`config.mk`:
```
export PLATFORM = sky130hd
export DESIGN_NAME = region_map_guard
export DESIGN_NICKNAME = d
export VERILOG_FILES = /design/src/rtl/mmap_pkg.sv /design/src/rtl/region_slot.sv /design/src/rtl/lowest_first.sv /design/src/rtl/region_map_guard.sv
export SDC_FILE = /design/constraint.sdc
export NUM_CORES = 1
export LEC_CHECK = 0
export CAP_MARGIN = 20
export CORE_MARGIN = 4
export CORE_UTILIZATION = 50
export DETAILED_ROUTE_END_ITERATION = 8
export GPL_ROUTABILITY_DRIVEN = 0
export MAX_ROUTING_LAYER = met4
export PLACE_DENSITY = 0.67
export SLEW_MARGIN = 20
export SYNTH_ARGS = -nofsm -noshare
export SYNTH_HDL_FRONTEND = slang
export SYNTH_SLANG_ARGS = --single-unit
```
`constraint.sdc`:
```
create_clock -name clk -period 4.42 [get_ports clk]
set_input_delay 0.663 -clock clk [delete_from_list [all_inputs] [get_ports clk]]
set_output_delay 0.663 -clock clk [all_outputs]
set_load 0.02 [all_outputs]
```
`src/rtl/mmap_pkg.sv`:
```
package mmap_pkg;
  // access type codes carried on req_type
  typedef enum logic [1:0] {
    ACC_READ  = 2'd0,
    ACC_WRITE = 2'd1,
    ACC_FETCH = 2'd2,
    ACC_RSVD  = 2'd3
  } acc_e;

  // permission set, bit0 read, bit1 write, bit2 fetch
  typedef struct packed {
    logic x;
    logic w;
    logic r;
  } perm_t;

  function automatic logic perm_allows(input perm_t p, input acc_e t);
    case (t)
      ACC_READ:  perm_allows = p.r;
      ACC_WRITE: perm_allows = p.w;
      ACC_FETCH: perm_allows = p.x;
      default:   perm_allows = 1'b0;
    endcase
  endfunction
endpackage

```
`src/rtl/region_slot.sv`:
```
module region_slot #(
  parameter int ADDR_W = 32,
  parameter int IDX_W  = 3,
  parameter int SLOT   = 0
) (
  input  logic              clk,
  input  logic              rst_n,
  input  logic              cfg_we,
  input  logic [IDX_W-1:0]  cfg_idx,
  input  logic [ADDR_W-1:0] cfg_base,
  input  logic [ADDR_W-1:0] cfg_limit,
  input  logic [2:0]        cfg_perm,
  input  logic              cfg_valid,
  input  logic [ADDR_W-1:0] look_addr,
  output logic              match,
  output logic [2:0]        perm_o
);
  logic [ADDR_W-1:0] lo_q, hi_q;
  logic [2:0]        perm_q;
  logic              en_q;
  logic              sel;

  assign sel = cfg_we && (cfg_idx == IDX_W'(SLOT));

  always_ff @(posedge clk or negedge rst_n) begin
    if (!rst_n) begin
      lo_q   <= '0;
      hi_q   <= '0;
      perm_q <= '0;
      en_q   <= 1'b0;
    end else if (sel) begin
      lo_q   <= cfg_base;
      hi_q   <= cfg_limit;
      perm_q <= cfg_perm;
      en_q   <= cfg_valid;
    end
  end

  // one pair of range comparators for this entry
  assign match  = en_q && (lo_q <= look_addr) && (look_addr <= hi_q);
  assign perm_o = perm_q;

  // a cleared entry no longer hits any address
  assert_cleared_slot_silent_R9: assert property (@(posedge clk) disable iff (!rst_n)
    (sel && !cfg_valid) |=> !match);
endmodule

```
`src/rtl/lowest_first.sv`:
```
module lowest_first #(
  parameter int N     = 5,
  parameter int IDX_W = 3
) (
  input  logic [N-1:0]     req,
  output logic             any,
  output logic [IDX_W-1:0] idx,
  output logic [N-1:0]     grant
);
  always_comb begin
    any   = 1'b0;
    idx   = '0;
    grant = '0;
    for (int i = N - 1; i >= 0; i--) begin
      if (req[i]) begin
        any   = 1'b1;
        idx   = IDX_W'(i);
        grant = N'(1) << i;
      end
    end
  end
endmodule

```
`src/rtl/region_map_guard.sv`:
```
module region_map_guard #(
  parameter int NUM_REGIONS = 5,
  parameter int ADDR_W      = 32,
  parameter int IDX_W       = (NUM_REGIONS > 1) ? $clog2(NUM_REGIONS) : 1
) (
  input  logic              clk,
  input  logic              rst_n,
  input  logic              cfg_we,
  input  logic [IDX_W-1:0]  cfg_idx,
  input  logic [ADDR_W-1:0] cfg_base,
  input  logic [ADDR_W-1:0] cfg_limit,
  input  logic [2:0]        cfg_perm,
  input  logic              cfg_valid,
  input  logic              req_valid,
  output logic              req_ready,
  input  logic [ADDR_W-1:0] req_addr,
  input  logic [1:0]        req_type,
  output logic              resp_valid,
  input  logic              resp_ready,
  output logic              resp_hit,
  output logic [IDX_W-1:0]  resp_idx,
  output logic              resp_fault
);
  import mmap_pkg::*;

  logic [NUM_REGIONS-1:0] hits;
  logic [2:0]             slot_perm [NUM_REGIONS];
  logic                   any_hit;
  logic [IDX_W-1:0]       win_idx;
  logic [NUM_REGIONS-1:0] grant;
  logic                   allowed;
  logic                   req_fire;

  for (genvar g = 0; g < NUM_REGIONS; g++) begin : g_slot
    region_slot #(.ADDR_W(ADDR_W), .IDX_W(IDX_W), .SLOT(g)) u_slot (
      .clk       (clk),
      .rst_n     (rst_n),
      .cfg_we    (cfg_we),
      .cfg_idx   (cfg_idx),
      .cfg_base  (cfg_base),
      .cfg_limit (cfg_limit),
      .cfg_perm  (cfg_perm),
      .cfg_valid (cfg_valid),
      .look_addr (req_addr),
      .match     (hits[g]),
      .perm_o    (slot_perm[g])
    );
  end

  lowest_first #(.N(NUM_REGIONS), .IDX_W(IDX_W)) u_pick (
    .req   (hits),
    .any   (any_hit),
    .idx   (win_idx),
    .grant (grant)
  );

  assign allowed   = any_hit && perm_allows(perm_t'(slot_perm[win_idx]), acc_e'(req_type));
  assign req_ready = !resp_valid || resp_ready;
  assign req_fire  = req_valid && req_ready;

  always_ff @(posedge clk or negedge rst_n) begin
    if (!rst_n) begin
      resp_valid <= 1'b0;
      resp_hit   <= 1'b0;
      resp_idx   <= '0;
      resp_fault <= 1'b0;
    end else if (req_ready) begin
      resp_valid <= req_valid;
      if (req_valid) begin
        resp_hit   <= any_hit;
        resp_idx   <= win_idx;
        resp_fault <= !allowed;
      end
    end
  end

  assert_grant_onehot_R6: assert property (@(posedge clk) disable iff (!rst_n)
    $onehot0(grant));

  assert_no_lower_match_R6: assert property (@(posedge clk) disable iff (!rst_n)
    any_hit |-> ((hits & (grant - NUM_REGIONS'(1))) == '0));

  assert_resp_after_fire_R7: assert property (@(posedge clk) disable iff (!rst_n)
    req_fire |=> resp_valid);

  assert_hold_under_stall_R8: assert property (@(posedge clk) disable iff (!rst_n)
    (resp_valid && !resp_ready) |=> (resp_valid && $stable(resp_hit)
                                     && $stable(resp_idx) && $stable(resp_fault)));

  assert_miss_is_fault_R3: assert property (@(posedge clk) disable iff (!rst_n)
    (resp_valid && !resp_hit) |-> (resp_fault && resp_idx == '0));

  assert_reserved_type_faults_R4: assert property (@(posedge clk) disable iff (!rst_n)
    (req_fire && req_type == 2'd3) |=> resp_fault);
endmodule

```
==> results.md <==
Setup path:
- The setup path with the least slack is of type input pin to flop.
- The worst-path maximum fanout is 5.
- In this design, the stage delay of the slowest critical-path cell is 0.65 ns.
- STA classifies the critical path startpoint as an input pin.
- The slack of the worst reg-to-reg path is 0.85 ns.
- The critical path crosses 13 cells after its start point.
- The sum of buffers and inverters on the critical path is 2.
- For this design, the slowest cell found on the critical path is or4_1.
- The endpoint arrival time on the critical path is 4.33 ns.
- The most prevalent standard cell on the critical path is or4_1.
- The worst setup path is captured at a flop.
- The worst register-to-register path has a depth of 12.
- Traced cell by cell, the critical path runs through clkdlybuf4s50_1, buf_4, ha_1, nand4_1, or4_1, or4_1, a21boi_1, o2bb2ai_2, a21o_1, and2_4, mux2_4, o221ai_2, o211a_1.
- For the worst setup path, the data required time is 4.93 ns.
- The gate family responsible for the most delay along the worst path is simple AND/OR/NAND/NOR gates.

Power and ir drop:
- After layout, the design draws a total of 10.6 mW.
- The analysis attributes to cell leakage a power of 11.2 nW.
- Per report_power, the sequential group accounts for 39.6% of the total.
- Net switching is 31.5% of the power.
- IR analysis of the VDD net gives a maximum drop of 0.240 mV.
- The net switching power is 3.35 mW.
- Of the total power, combinational logic draws 28.3%.
- The fraction of power consumed by the clock network is 32.0%.
- For this design the ratio of total power to cell area is 444 nW/µm².
- The internal power summed over all cells is 7.27 mW.

GRT:
- Entering global routing, the biggest net connects 101 pins.
- The first global-routing pass estimated 89.0 mm of wire.
- The initial antenna violation count is 2.
- For this run the aggregate overflow at the end of global routing stands at 0.
- The via count of the first global-routing pass is 16.1k.
- The overall track demand over capacity in global routing is 26.2%.

Route:
- The per-cell via count in the routed design is 5.74.
- The final routed wire length divided by cell count is 20.6 µm.
- The total length of routed wires is 55.1 mm.
- After the first detailed-routing iteration, the DRC count stood at 1008.
- The first detailed-routing pass ran for 5 iterations.
- The number of nets with antenna violations after detailed routing is 0.
- For this run, design rule violations remaining after detail routing come to 0.
- The vias after detailed routing is 15.4k.

STA:
- The final period demand of the worst path is 3.82 ns.
- The final setup violation count is 0.
- The post-route clock period utilization is 86.5%.
- In this run the tightest slew margin relative to its limit is 51.4%.
- The minimum hold slack is 0.135 ns.
- The final setup skew is 0.0154 ns.
- For this run, the top clock speed supported by timing is 0.262 GHz.
- The number of pins with negative max-slew slack in the final report was 0.
- For the pin with the worst max-slew slack, the measured transition is 0.710 ns.
- Setup repair after global routing left no endpoint under its margin.
- The sum of negative setup slack is 0 ns.
- After layout, the worst setup slack is 0.598 ns.
- The final count of hold timing violations is 0.

Synthesis:
- The combined area of all synthesized cells is 20300 µm².
- The fraction of registers with async set/reset is 100%.
- Yosys printed 0 warnings.
- The average cell area after synthesis is 10.5 µm².
- The share of the synthesized area in the top cell type is 42.7%.
- Synthesis produced a netlist with a net count of 2365.
- The number of synthesized flops with an enable pin is 0.
- In the synthesized netlist the dominant register cell turns out to be dfrtp_1.
- Synthesis produced a netlist whose cell count is 1935.
- By area the synthesized netlist is led by dfrtp_1 (43%), ha_1 (20%), mux2_2 (12%), o21ai_0 (4.2%), nand2_1 (3.8%).
- The flip-flop and latch count after synthesis is 346.
- The count of unique library cells instantiated by Yosys is 59.
- Of all cell types, the one taking the most synthesized area is dfrtp_1.
- The share of synthesized area occupied by flip-flops and latches is 42.7%.

CTS:
- The CTS tree is yes.
- The quantity of gates resized following cts is 0.
- The clock latency reported for the late side of the worst-skew pair is 0.57 ns.
- The clock root buffer is clkbuf_16.
- After clock tree synthesis, the clock-pin slew on the worst setup and hold paths is 0.06 ns.
- Post-CTS timing repair inserted 0 buffers for setup.
- The H-tree generated during clock tree synthesis spans 2 levels.
- The longest clock path from root to sink contains 3 buffers.
- CTS saw 346 sinks.
- Counting the buffers created by CTS gives 40.
- Buffers inserted to repair hold after CTS numbered 0.

Placement:
- The number of buffers added on ports is 116.
- In this run, placement finished with an instance count of 2600.
- After detailed placement, the total cell area comes to 22600 µm².
- The worst setup timing slack at the placement stage is 0.0692 ns.
- Detailed placement finished with a half-perimeter wire length of 41.2 mm.

Outcome:
- The flow ran to the end, and the final reports show no timing, DRC or antenna violations.

Floorplan:
- After floorplanning, the core was divided into 73 placement rows.
- After floorplanning, the core was sized to cover 39900 µm².
- The boundary pin count is 117.
- The vertical extent of the die is 209 µm.
- In this run the horizontal extent of the chip is 209 µm.
- The die covers 43900 µm².
- The initial utilization of the core area, before any placement, comes to 50.8%.

Finish:
- In the final layout, the share of cells above drive strength 1 is 17.4%.
- The layout net count is 2547.
- The relative area change from synthesis to final layout is 17.9%.
- The area of all placed cells without fillers is 23900 µm².
- Cells fill 60.0% of the core in the end.
- After the flow finishes, the layout carries non-filler instances totaling 2676.

Flow run:
- The max-cap violation count is 0.

Hold path:
- The worst hold-check path type is input pin to asynchronous set/reset pin.
## worst reg2reg max path: stages (launching register included)
cell and delay, ns:
dfrtp_1 0.32, inv_1 0.06, ha_1 0.34, nand4_1 0.25, or4_1 0.60, nor4_1 0.37
o21ai_0 0.14, nor3_1 0.30, o211ai_1 0.20, and3_1 0.23, a2111oi_0 0.37, o211ai_1 0.15
o211a_1 0.14
## cells in the final DEF (no fill, tap or decap), types with 16 or more instances in the layout
cell	n
a211oi_1	18
a21oi_1	115
clkdlybuf4s50_1	115
mux2_2	215
ha_1	320
clkbuf_16	41
dfrtp_1	346
nand3_1	29
o21ai_0	171
nand4_1	54
nand2_1	208
nor3_1	16
buf_4	67
inv_1	199
a21o_1	24
nor2_1	35
## synthesized netlist by cell type (3+ instances only)
master	number
nor3_1	17
a211oi_1	18
o221a_2	4
ha_1	320
o21a_1	8
a2111oi_0	6
inv_1	199
nor2b_1	13
o211ai_1	9
nor4b_1	3
nor4_1	12
a21o_1	24
a31oi_1	4
o22ai_1	3
nor3b_1	4
o21ai_0	171
nand2_1	208
o31ai_1	3
clkbuf_1	40
a21oi_1	115
nand3_1	30
dfrtp_1	346
a221o_1	6
or4_1	6
and4_1	5
nand2b_1	5
buf_1	9
nor2_1	36
nand4_1	54
mux2_2	215
and3_1	6
a21boi_0	3
## final cells by class
class | count | area [µm²]
Multi-Input combinational cell | 1341 | 10700
Inverter | 199 | 747
Sequential cell | 346 | 8660
Timing Repair Buffer | 189 | 1790
Antenna cell | 2 | 5.00
Fill cell | 3309 | 16000
Clock inverter | 23 | 243
Clock buffer | 51 | 1090
Tap cell | 525 | 657
## state kept, by name, indices dropped and copies added, names as in the netlist
register	cells
g_slot.u_slot.hi_q	160
g_slot.u_slot.lo_q	160
g_slot.u_slot.perm_o	15
g_slot.u_slot.en_q	5
resp_idx	3
resp_fault	1
resp_hit	1
resp_valid	1
## kinds of logic after synthesis
logic type	after synthesis	share of synthesized area, %
adder cells (fa/ha/maj)	320	19.7
flip-flops	346	42.7
buffers and inverters	248	4.59
AO/OA/AOI/OAI	397	11.5
AND/OR/NAND/NOR	408	9.50
multiplexers	216	12.0
## power groups by stage
stage	registers (mW)	logic [mW]	clock network, mW
final	4.21	3.01	3.40
after global routing	4.28	3.43	3.59
after CTS	4.21	3.00	3.46
after detailed placement	4.26	2.98	0
after global placement	4.25	2.85	0
after floorplan	4.15	1.97	0
## path summary, 6_finish.rpt
path                                                       start                                     to
setup / recovery                                    req_addr[14]                 resp_fault$_DFFE_PN0P_
hold / removal                                             rst_n   g_slot[2].u_slot.lo_q[8]$_DFFE_PN0P_
setup reg to reg           g_slot[0].u_slot.hi_q[11]$_DFFE_PN0P_                 resp_fault$_DFFE_PN0P_
hold reg to reg            g_slot[3].u_slot.hi_q[23]$_DFFE_PN0P_  g_slot[3].u_slot.hi_q[23]$_DFFE_PN0P_
max in group asynchronous                                  rst_n  g_slot[3].u_slot.lo_q[25]$_DFFE_PN0P_
min in group clk           g_slot[3].u_slot.hi_q[23]$_DFFE_PN0P_  g_slot[3].u_slot.hi_q[23]$_DFFE_PN0P_
## layer usage
metal | routed length, µm | vias to the layer above | track usage (%)
met1 | 25500 | 7590 | 36.1
met5 | 0 | - | -
met2 | 25600 | 375 | 41.3
met3 | 2750 | 100 | 3.30
met4 | 1380 | 0 | 7.31
li1 | - | 7290 | -
(Power assumes the default switching activity.)
